--- config.mk ---
export PLATFORM = sky130hd
export DESIGN_NAME = irqc_setclr
export DESIGN_NICKNAME = d
export VERILOG_FILES = /design/src/rtl/irqc_pkg.sv /design/src/rtl/irqc_decode.sv /design/src/rtl/irqc_mask_bank.sv /design/src/rtl/irqc_pending_bank.sv /design/src/rtl/irqc_setclr.sv
export SDC_FILE = /design/constraint.sdc
export NUM_CORES = 1
export LEC_CHECK = 0
export CORE_MARGIN = 4
export CORE_UTILIZATION = 33
export CTS_BUF_LIST = sky130_fd_sc_hd__clkbuf_2 sky130_fd_sc_hd__clkbuf_4 sky130_fd_sc_hd__clkbuf_8
export CTS_CLUSTER_SIZE = 14
export DETAILED_ROUTE_END_ITERATION = 12
export MAX_ROUTING_LAYER = met4
export PLACE_DENSITY = 0.94
export SLEW_MARGIN = 20
export SYNTH_ARGS = -nofsm -noshare
export SYNTH_HDL_FRONTEND = slang
export SYNTH_SLANG_ARGS = --single-unit
--- constraint.sdc ---
create_clock -name clk -period 1.4 [get_ports clk]
set_clock_uncertainty 0.1 [all_clocks]
set_input_delay 0.21 -clock clk [delete_from_list [all_inputs] [get_ports clk]]
set_output_delay 0.21 -clock clk [all_outputs]
set_load 0.02 [all_outputs]
--- src/rtl/irqc_pkg.sv ---
package irqc_pkg;
    localparam int ADDR_W = 2;

    typedef enum logic [ADDR_W-1:0] {
        SEL_MASK_OFF = 2'd0,
        SEL_MASK_ON  = 2'd1,
        SEL_MASK_RD  = 2'd2,
        SEL_PENDING  = 2'd3
    } reg_sel_e;
endpackage

--- src/rtl/irqc_decode.sv ---
module irqc_decode
    import irqc_pkg::*;
#(
    parameter int N_SRC  = 4,
    parameter int DATA_W = 32
) (
    input  logic              clk,
    input  logic              rst_n,
    input  logic [ADDR_W-1:0] addr,
    input  logic              wr,
    input  logic [DATA_W-1:0] wdata,
    input  logic              rd,
    input  logic [N_SRC-1:0]  mask,
    input  logic [N_SRC-1:0]  pending,
    output logic [N_SRC-1:0]  on_vec,
    output logic [N_SRC-1:0]  off_vec,
    output logic [N_SRC-1:0]  ack_vec,
    output logic [DATA_W-1:0] rdata
);
    logic unused_wdata_hi;
    assign unused_wdata_hi = ^wdata[DATA_W-1:N_SRC];

    always_comb begin
        on_vec  = '0;
        off_vec = '0;
        ack_vec = '0;
        if (wr) begin
            case (reg_sel_e'(addr))
                SEL_MASK_OFF: off_vec = wdata[N_SRC-1:0];
                SEL_MASK_ON:  on_vec  = wdata[N_SRC-1:0];
                SEL_PENDING:  ack_vec = wdata[N_SRC-1:0];
                default:      ;
            endcase
        end
    end

    always_comb begin
        rdata = '0;
        if (rd) begin
            case (reg_sel_e'(addr))
                SEL_MASK_RD: rdata[N_SRC-1:0] = mask;
                SEL_PENDING: rdata[N_SRC-1:0] = pending;
                default:     ;
            endcase
        end
    end

    AST_WO_READ_ZERO: assert property (@(posedge clk) disable iff (!rst_n)
        (rd && (addr == SEL_MASK_OFF || addr == SEL_MASK_ON)) |-> (rdata == '0));
    AST_MASK_WR_IGNORED: assert property (@(posedge clk) disable iff (!rst_n)
        (wr && addr == SEL_MASK_RD) |-> (on_vec == '0 && off_vec == '0 && ack_vec == '0));
endmodule

--- src/rtl/irqc_mask_bank.sv ---
module irqc_mask_bank #(
    parameter int N_SRC = 4
) (
    input  logic             clk,
    input  logic             rst_n,
    input  logic [N_SRC-1:0] on_vec,
    input  logic [N_SRC-1:0] off_vec,
    output logic [N_SRC-1:0] mask
);
    typedef struct packed {
        logic [N_SRC-1:0] en;
    } mask_state_t;

    mask_state_t st_d, st_q;

    always_comb begin
        st_d    = st_q;
        st_d.en = (st_q.en | on_vec) & ~off_vec;
    end

    always_ff @(posedge clk or negedge rst_n) begin
        if (!rst_n) st_q <= '0;
        else        st_q <= st_d;
    end

    assign mask = st_q.en;

    AST_MASK_ON_SETS: assert property (@(posedge clk) disable iff (!rst_n)
        1'b1 |=> ((mask & $past(on_vec & ~off_vec)) == $past(on_vec & ~off_vec)));
    AST_MASK_OFF_CLEARS: assert property (@(posedge clk) disable iff (!rst_n)
        1'b1 |=> ((mask & $past(off_vec)) == '0));
    AST_MASK_HOLDS: assert property (@(posedge clk) disable iff (!rst_n)
        (on_vec == '0 && off_vec == '0) |=> $stable(mask));
endmodule

--- src/rtl/irqc_pending_bank.sv ---
module irqc_pending_bank #(
    parameter int N_SRC = 4
) (
    input  logic             clk,
    input  logic             rst_n,
    input  logic [N_SRC-1:0] src,
    input  logic [N_SRC-1:0] mask,
    input  logic [N_SRC-1:0] ack_vec,
    output logic [N_SRC-1:0] pending
);
    typedef struct packed {
        logic [N_SRC-1:0] src_prev;
        logic [N_SRC-1:0] hit;
    } pend_state_t;

    pend_state_t      st_d, st_q;
    logic [N_SRC-1:0] rise;

    always_comb begin
        rise          = src & ~st_q.src_prev;
        st_d          = st_q;
        st_d.src_prev = src;
        st_d.hit      = (st_q.hit & ~ack_vec) | (rise & mask);
    end

    always_ff @(posedge clk or negedge rst_n) begin
        if (!rst_n) st_q <= '0;
        else        st_q <= st_d;
    end

    assign pending = st_q.hit;

    AST_PEND_NEEDS_EN: assert property (@(posedge clk) disable iff (!rst_n)
        1'b1 |=> ((pending & ~$past(pending) & ~$past(mask)) == '0));
    AST_PEND_ACK_CLEARS: assert property (@(posedge clk) disable iff (!rst_n)
        1'b1 |=> ((pending & $past(ack_vec) & ~$past(src)) == '0));
    AST_PEND_EDGE_WINS: assert property (@(posedge clk) disable iff (!rst_n)
        1'b1 |=> (($past(src & ~st_q.src_prev & mask) & ~pending) == '0));
endmodule

--- src/rtl/irqc_setclr.sv ---
module irqc_setclr
    import irqc_pkg::*;
#(
    parameter int N_SRC  = 4,
    parameter int DATA_W = 32
) (
    input  logic              clk,
    input  logic              rst_n,
    input  logic [1:0]        bus_addr,
    input  logic              bus_wr,
    input  logic [DATA_W-1:0] bus_wdata,
    input  logic              bus_rd,
    output logic [DATA_W-1:0] bus_rdata,
    input  logic [N_SRC-1:0]  irq_src,
    output logic              irq_o
);
    typedef struct packed {
        logic req;
    } top_state_t;

    logic [N_SRC-1:0] mask, pending, on_vec, off_vec, ack_vec;
    top_state_t       st_d, st_q;

    irqc_decode #(.N_SRC(N_SRC), .DATA_W(DATA_W)) u_decode (
        .clk     (clk),
        .rst_n   (rst_n),
        .addr    (bus_addr),
        .wr      (bus_wr),
        .wdata   (bus_wdata),
        .rd      (bus_rd),
        .mask    (mask),
        .pending (pending),
        .on_vec  (on_vec),
        .off_vec (off_vec),
        .ack_vec (ack_vec),
        .rdata   (bus_rdata)
    );

    irqc_mask_bank #(.N_SRC(N_SRC)) u_mask (
        .clk     (clk),
        .rst_n   (rst_n),
        .on_vec  (on_vec),
        .off_vec (off_vec),
        .mask    (mask)
    );

    irqc_pending_bank #(.N_SRC(N_SRC)) u_pend (
        .clk     (clk),
        .rst_n   (rst_n),
        .src     (irq_src),
        .mask    (mask),
        .ack_vec (ack_vec),
        .pending (pending)
    );

    always_comb begin
        st_d     = st_q;
        st_d.req = |(pending & mask);
    end

    always_ff @(posedge clk or negedge rst_n) begin
        if (!rst_n) st_q <= '0;
        else        st_q <= st_d;
    end

    assign irq_o = st_q.req;

    AST_IRQ_FALL_CAUSE: assert property (@(posedge clk) disable iff (!rst_n)
        $fell(irq_o) |-> $past((pending & mask) == '0));
    AST_IRQ_RISE_CAUSE: assert property (@(posedge clk) disable iff (!rst_n)
        $rose(irq_o) |-> $past((pending & mask) != '0));
endmodule

==> results of run 1 <==
sequential cells by signal, indices dropped and copies added, names as in the netlist:
| register | cells |
|---|---|
| u_mask.mask | 4 |
| u_pend.pending | 4 |
| u_pend.st_q | 4 |
| irq_o | 1 |
worst min path at each step:
| stage | from | to | slack (ns) | cells after the start |
|---|---|---|---|---|
| after floorplan | rst_n | irq_o | -0.19 | 0 |
| after global placement | u_pend.st_q[4] | u_pend.pending[0] | 0.30 | 1 |
| after detailed placement | u_pend.st_q[4] | u_pend.pending[0] | 0.31 | 1 |
| after CTS | rst_n | irq_o | 0.13 | 2 |
| after global routing | rst_n | u_pend.pending[2] | 0.15 | 2 |
| final | rst_n | u_pend.pending[2] | 0.13 | 2 |
metal layers:
layer  share of wire [%]  wire length (um)  GRT usage (%)  up-vias
met5                   0                 0              -        -
met4                 2.6                42           6.95        0
met3                  10               165           2.71        4
met2                  49               801           16.8       30
met1                  38               610           10.4      266
li1                    -                 -              -      269
Yosys cell counts:
cell type,number
a22oi_1,2
a32o_1,1
buf_2,1
buf_4,29
conb_1,1
dfrtp_1,13
inv_1,1
mux2_4,4
mux2i_1,4
nand2_1,5
nand3b_1,4
nand4_1,4
nor2_1,4
o2bb2ai_1,3
metrics by stage:
step                      util (%)  hold WS [ns]  TNS, ns
after CTS                     43.9         0.134        0
after floorplan                  -        -0.186        0
after detailed placement      43.5         0.310    -3.30
final                         45.1         0.130        0
after global placement        43.5         0.297    -3.05
after global routing          45.1         0.145  -0.0506
power groups by stage:
stage	Combinational [mW]	Sequential, mW	Clock, mW
after global placement	0.405	0.481	0
after global routing	0.458	0.484	0.278
after floorplan	0.257	0.501	0
after detailed placement	0.420	0.482	0
after CTS	0.404	0.475	0.262
final	0.425	0.474	0.258
cell families (layout without fill, tap and decap cells):
group | after synthesis | in the layout | share of synthesized area (%)
and+or+nand+nor | 17 | 17 | 11.2
muxes | 8 | 8 | 12.6
other | 1 | 28 | 0.471
buffers and inverters | 31 | 36 | 28.5
DFF | 13 | 13 | 40.9
AOI/OAI and AO/OA | 6 | 6 | 6.45
worst max-delay path, stage by stage:
cell	delay (ns)
clkdlybuf4s50_1	0.48
nand2_2	0.10
nor2_1	0.12
buf_4	0.15
timing repair:
action                     4_1_cts  5_1_grt
hold buffers                     0        0
setup endpoints to repair        5        4
pin swaps                        0        0
setup buffers                    0        1
resized for setup               19        7
layout make-up:
cell class | instances | area [um^2]
Inverter | 1 | 3.75
Tap cell | 28 | 35.0
Timing Repair Buffer | 31 | 272
Clock buffer | 4 | 30.0
Fill cell | 218 | 1240
Sequential cell | 13 | 325
Multi-Input combinational cell | 59 | 350
==> impl_metrics.csv, run 1 <==
group,metric,value,unit
worst_setup_path,rrSetupSlack,0.30,ns
power,net-switching-power,0.371,mW
status,status,"finished clean",
floorplanning,die_y,57.1,um
global_routing,grt_pass1_vias,536,
timing,maxSlewViolCount,0,
placed_design,post-place-ws,-0.607,ns
logic_synthesis,yosysTopAreaCell,"dfrtp_1",
finish,diodes,0,
placed_design,placed_area,980,um^2
power,ir_worst_vdd,0.575,mV
floorplanning,initial_core_util,35.3,%
worst_setup_path,cp-endpoint,"bus_rdata[2]",
timing,hold_viol,0,
clock_network,root_buffer,"clkbuf_4",
floorplanning,die-width,57.1,um
global_routing,overflow,0,
worst_setup_path,crit_required,1.09,ns
worst_setup_path,critPathLaunch,"bus_rd",
logic_synthesis,yosysWarnings,0,
global_routing,grt_max_degree,14,
global_routing,grtUsageTotal,10.2,%
worst_setup_path,worst-path-max-fanout,4,
min_path,worstHoldPathType,"input pin to asynchronous set/reset pin",
clock_network,cts_sinks,13,
detailed_routing,vias,569,
worst_setup_path,critPathKind,"input pin to output port",
finish,mostFrequentLayoutCells,"conb_1, buf_4, dfrtp_1",
worst_setup_path,reg2reg_to,"irq_o",
logic_synthesis,synth_top_area_share,40.9,%
timing,finalSetupViolations,0,
power,p_leak,0.513,nW
clock_network,clkSlewWorstSetupHoldPaths,0.08,ns
detailed_routing,dr.pass1.iters,3,
timing,fmax,733,MHz
floorplanning,rows,17,
worst_setup_path,ff2ff_path_depth,4,
detailed_routing,drc,0,
placed_design,dp.cells,131,
global_routing,grt_pass1_wl,2.39,mm
logic_synthesis,syn-cell-area,796,um^2
power,internal_power,0.786,mW
detailed_routing,wl,1.62,mm
clock_network,cts_tree,"done",
logic_synthesis,synth-seq-area-share,40.9,%
logic_synthesis,ys_ff_latch,13,
floorplanning,io_pins,75,
detailed_routing,drt-initial-drc-count,6,
clock_network,cts_buffer_depth,2,
power,p_clk_share,22.3,%
power,power.density,1140,nW/um^2
finish,drive_gt1_share,25.0,%
detailed_routing,viasPerCell,4.18,
timing,layout_setup_ws,0.0352,ns
placed_design,gp_congestion,0.756,
power,seqPwrFrac,41.0,%
timing,fin_crit,1.36,ns
run,drv_cap,0,
clock_network,worstSkewPairLatency,0.28,ns
clock_network,cts_max_level,1,
power,swShare,32.0,%
power,pwr-share-comb,36.7,%
logic_synthesis,ys_types,14,
finish,final_common_cell,"conb_1",
power,power,1.16,mW
detailed_routing,antenna_left,0,
finish,final_cells,136,
timing,rsz0062_at_grt,"true",
finish,nets,151,
logic_synthesis,syn_avg_cell_area,10.5,um^2
worst_setup_path,cp.arrival,1.05,ns
worst_setup_path,end_kind,"output port",
finish,syn_to_final_growth,27.7,%
detailed_routing,wire_per_inst,11.9,um
worst_setup_path,worst_r2r_startpoint,"u_pend.pending[1]",
logic_synthesis,yosys-top-cells-area,"dfrtp_1, buf_4, mux2_4",
placed_design,dpl.hpwl,1.27,mm
finish,fin_area,1020,um^2
worst_setup_path,worstSetupStartpointType,"input pin",
floorplanning,die_area,3260,um^2
global_routing,grt_antenna_before_repair,0,
logic_synthesis,synthCells,76,
placed_design,port_buffers,18,
floorplanning,core_region_area,2250,um^2
timing,finalCritPeriodShare,97.5,%
clock_network,numCtsBuffers,3,
(Power assumes the default switching activity.)
==> inputs of run 2 (changes only) <==
CORE_UTILIZATION = 32   (was 33)
CTS_BUF_LIST = unset   (was sky130_fd_sc_hd__clkbuf_2 sky130_fd_sc_hd__clkbuf_4 sky130_fd_sc_hd__clkbuf_8)
PLACE_DENSITY = 0.91   (was 0.94)
==> impl_metrics.csv, run 2 (synthesized netlist as in run 1, its figures left out) <==
group,metric,value,unit
status,status,"finished clean",
run,drv_cap,0,
global_routing,met2_usage,16.0,%
timing,fmax,732,MHz
detailed_routing,drt-initial-drc-count,3,
clock_network,clkSlewWorstSetupHoldPaths,0.08,ns
power,p_leak,0.489,nW
placed_design,placed_area,972,um^2
global_routing,grtUsageTotal,10.1,%
placed_design,dp.cells,130,
clock_network,cts_hold_buf,0,
global_routing,grt_pass1_wl,2.44,mm
global_routing,overflow,0,
clock_network,numCtsBuffers,3,
floorplanning,die-width,57.9,um
worst_setup_path,cp.arrival,1.06,ns
worst_setup_path,crit_required,1.09,ns
finish,nets,149,
timing,maxSlewViolCount,0,
placed_design,post-place-ws,-0.592,ns
detailed_routing,viasPerCell,4.13,
clock_network,cts_buffer_depth,2,
finish,final_cells,134,
global_routing,grt_antenna_before_repair,0,
floorplanning,io_pins,75,
power,ir_worst_vdd,0.621,mV
global_routing,busiest_layer,"met2",
timing,fin_crit,1.37,ns
detailed_routing,dr.pass1.iters,3,
min_path,worstHoldPathType,"input pin to asynchronous set/reset pin",
global_routing,grt_use_met1,11.4,%
timing,finalCritPeriodShare,97.5,%
timing,finalSetupTns,0,ns
finish,mostFrequentLayoutCells,"conb_1, dfrtp_1, clkdlybuf4s50_1, buf_4",
finish,multiInputGateArea,348,um^2
detailed_routing,antenna_left,0,
timing,hold_slack,0.140,ns
timing,layout_setup_ws,0.0344,ns
global_routing,grt_use_met3,3.12,%
placed_design,port_buffers,18,
timing,rsz0062_at_grt,"false",
global_routing,grt_max_degree,14,
floorplanning,core_region_area,2300,um^2
finish,drive_gt1_share,21.7,%
power,power.density,1130,nW/um^2
worst_setup_path,end_kind,"output port",
placed_design,dpl.hpwl,1.22,mm
detailed_routing,vias,554,
detailed_routing,wire_per_inst,11.4,um
finish,final_util,42.8,%
floorplanning,die_area,3350,um^2
detailed_routing,wl,1.53,mm
detailed_routing,drc,0,
finish,final_common_cell,"conb_1",
clock_network,root_buffer,"clkbuf_4",
finish,syn_to_final_growth,23.4,%
floorplanning,die_y,57.9,um
worst_setup_path,critPathKind,"input pin to output port",
clock_network,cts_sinks,13,
timing,hold_viol,0,
clock_network,cts_tree,"done",
floorplanning,rows,17,
floorplanning,initial_core_util,34.6,%
worst_setup_path,worst-path-max-fanout,4,
placed_design,gp_congestion,0.738,
power,power,1.11,mW
finish,diodes,0,
finish,seqCellArea,325,um^2
worst_setup_path,worstSetupStartpointType,"input pin",
clock_network,worstSkewPairLatency,0.28,ns
global_routing,grt_pass1_vias,529,
clock_network,post_cts_buffers,0,
timing,finalSetupViolations,0,
finish,fin_area,982,um^2
clock_network,cts_max_level,1,
finish,fillCellCount,230,
-- run 2: area by class of cell --
type,count,area share (%)
flip-flops and latches,13,33.1
well taps,28,3.57
clock buffers,4,2.68
multi-input cells,59,35.4
repair buffers,29,24.8
inverters,1,0.382
-- run 2: where the power goes --
part	total [mW]	switching [mW]	internal, mW
logic	0.399	0.201	0.198
clock network	0.233	0.122	0.111
registers	0.474	0.0321	0.442
-- run 2: final timing paths --
| path | depth (start not counted) | endpoint | from | slack (ns) |
|---|---|---|---|---|
| setup / recovery | 4 | bus_rdata[1] | bus_addr[1] | 0.03 |
| hold / removal | 2 | u_pend.st_q[5] | rst_n | 0.14 |
| setup reg to reg | 3 | irq_o | u_mask.mask[2] | 0.41 |
| hold reg to reg | 1 | u_pend.pending[0] | u_pend.st_q[4] | 0.32 |
| max in group asynchronous | 2 | u_mask.mask[3] | rst_n | 0.90 |
| min in group clk | 1 | u_pend.st_q[4] | irq_src[0] | 0.30 |
-- run 2: timing repair --
action / in CTS / in global routing
cloned: 0 / 0
gates resized for setup: 19 / 2
setup endpoints to repair: 5 / 2
pin swaps: 0 / 0
-- run 2: layer usage --
layer / vias to the layer above / routed length [um]
li1: 264 / -
met1: 253 / 588
met2: 34 / 755
met3: 3 / 162
met4: 0 / 25
met5: - / 0
-- run 2: worst max-delay path, stage by stage --
cell and delay [ns]:
clkdlybuf4s50_1 0.49, nand2_2 0.09, nor2_1 0.10, buf_2 0.17
==> inputs of run 3 (changes only) <==
--- a/config.mk
+++ b/config.mk
@@ -7,9 +7,10 @@
 export LEC_CHECK = 0
 export CORE_MARGIN = 4
-export CORE_UTILIZATION = 32
+export CORE_UTILIZATION = 30
 export CTS_CLUSTER_SIZE = 14
 export DETAILED_ROUTE_END_ITERATION = 12
+export HOLD_SLACK_MARGIN = 0.1
 export MAX_ROUTING_LAYER = met4
-export PLACE_DENSITY = 0.91
+export PLACE_DENSITY = 0.87
 export SLEW_MARGIN = 20
 export SYNTH_ARGS = -nofsm -noshare
==> constraint.sdc (replaced) <==
create_clock -name clk -period 1.4 [get_ports clk]
set_clock_uncertainty 0.1 [all_clocks]
set_input_delay 0.21 -clock clk [delete_from_list [all_inputs] [get_ports clk]]
set_output_delay 0.21 -clock clk [all_outputs]
set_load 0.1 [all_outputs]
==> impl_metrics.csv, run 3 (synthesized netlist as in run 1, its figures left out) <==
group,metric,value,unit
status,status,"finished with violations",
status,failed_checks,"setup timing",
floorplanning,initial_core_util,31.8,%
worst_setup_path,worst-path-max-fanout,2,
finish,fin_area,1180,um^2
timing,finalCritPeriodShare,102,%
run,drv_cap,0,
worst_setup_path,slowest_delay,0.39,ns
finish,final_common_cell,"conb_1",
worst_setup_path,crit_required,1.09,ns
detailed_routing,wl,1.72,mm
global_routing,grt_pass1_vias,583,
worst_setup_path,worst_r2r_startpoint,"u_pend.pending[0]",
global_routing,grt_max_degree,14,
detailed_routing,drc,0,
placed_design,placed_area,1010,um^2
detailed_routing,viasPerCell,4.12,
finish,final_cells,142,
floorplanning,die-width,59.5,um
detailed_routing,antenna_left,0,
timing,finalSetupTns,-0.0307,ns
placed_design,dpl.hpwl,1.23,mm
worst_setup_path,cp.arrival,1.11,ns
worst_setup_path,worstSetupStartpointType,"flip-flop",
clock_network,root_buffer,"clkbuf_4",
timing,layout_setup_ws,-0.0239,ns
clock_network,worstSkewPairLatency,0.28,ns
finish,drive_gt1_share,33.9,%
power,p_leak,0.542,nW
worst_setup_path,rrSetupSlack,0.27,ns
power,pwr-share-comb,55.9,%
timing,rsz0062_at_grt,"true",
clock_network,cts_max_level,1,
worst_setup_path,reg2reg_to,"irq_o",
timing,finalSetupViolations,3,
floorplanning,io_pins,75,
worst_setup_path,critPathKind,"flip-flop to output port",
worst_setup_path,ff2ff_path_depth,4,
placed_design,port_buffers,18,
power,seqPwrFrac,30.0,%
placed_design,dp.cells,127,
timing,fmax,702,MHz
power,p_clk_share,14.1,%
worst_setup_path,crit_family,"flip-flops",
power,swShare,48.6,%
power,net-switching-power,0.816,mW
finish,final_util,47.1,%
clock_network,clkSlewWorstSetupHoldPaths,0.08,ns
finish,syn_to_final_growth,48.1,%
finish,nets,155,
worst_setup_path,cp_num_buf_inv,1,
power,power.density,1420,nW/um^2
clock_network,cts_sinks,13,
power,power,1.68,mW
floorplanning,die_y,59.5,um
clock_network,cts_tree,"done",
clock_network,cts_buffer_depth,2,
timing,maxSlewViolCount,0,
placed_design,gp_congestion,0.740,
floorplanning,rows,18,
worst_setup_path,critPathLaunch,"u_mask.mask[1]",
min_path,worstHoldPathType,"input pin to asynchronous set/reset pin",
detailed_routing,vias,585,
power,ir_worst_vdd,0.760,mV
timing,fin_crit,1.42,ns
timing,hold_viol,0,
detailed_routing,wire_per_inst,12.1,um
power,internal_power,0.863,mW
worst_setup_path,end_kind,"output port",
worst_setup_path,crit_chain,"mux2i_2 > nor2_4 > buf_12",
timing,hold_slack,0.142,ns
placed_design,post-place-ws,-0.302,ns
finish,mostFrequentLayoutCells,"conb_1, buf_4, dfrtp_1",
floorplanning,die_area,3540,um^2
worst_setup_path,slowest_stage,"dfrtp_1",
global_routing,grt_antenna_before_repair,0,
clock_network,numCtsBuffers,3,
global_routing,grtUsageTotal,11.0,%
detailed_routing,dr.pass1.iters,2,
global_routing,overflow,0,
global_routing,grt_pass1_wl,2.69,mm
detailed_routing,drt-initial-drc-count,5,
floorplanning,core_region_area,2500,um^2
finish,diodes,0,
-- run 3: routing by layer --
metal / share of wire, % / global-route usage, %
met5: 0 / -
met4: 1.5 / 5.38
met3: 12 / 4.79
met2: 48 / 16.5
met1: 38 / 12.4
-- run 3: worst max path at each step --
stage	endpoint	slack, ns	cells after the start
after floorplan	bus_rdata[1]	-0.18	3
after detailed placement	bus_rdata[2]	-0.30	5
after CTS	bus_rdata[1]	-0.05	3
after global placement	bus_rdata[0]	-0.27	5
after global routing	bus_rdata[1]	-0.07	3
final	bus_rdata[1]	-0.02	3
-- run 3: layout make-up --
| cell class | instances | area, um^2 |
|---|---|---|
| Inverter | 1 | 3.75 |
| Tap cell | 30 | 37.5 |
| Fill cell | 228 | 1320 |
| Multi-Input combinational cell | 59 | 419 |
| Clock buffer | 4 | 26.3 |
| Sequential cell | 13 | 325 |
| Timing Repair Buffer | 35 | 367 |
-- run 3: power groups by stage --
stage	Combinational (mW)	Clock [mW]	Sequential, mW
3_5_place_dp	0.785	0	0.510
2_1_floorplan	0.604	0	0.560
6_report	0.939	0.236	0.504
4_1_cts	0.924	0.244	0.504
5_1_grt	0.967	0.268	0.510
3_3_place_gp	0.774	0	0.503
-- run 3: repair_timing --
action	CTS	global route
endpoints found under the setup margin	4	4
hold endpoints to repair	0	0
gates resized for setup	16	0
pin swaps	5	4
buffers inserted	10	1
gates cloned	0	0
hold buffers	0	0
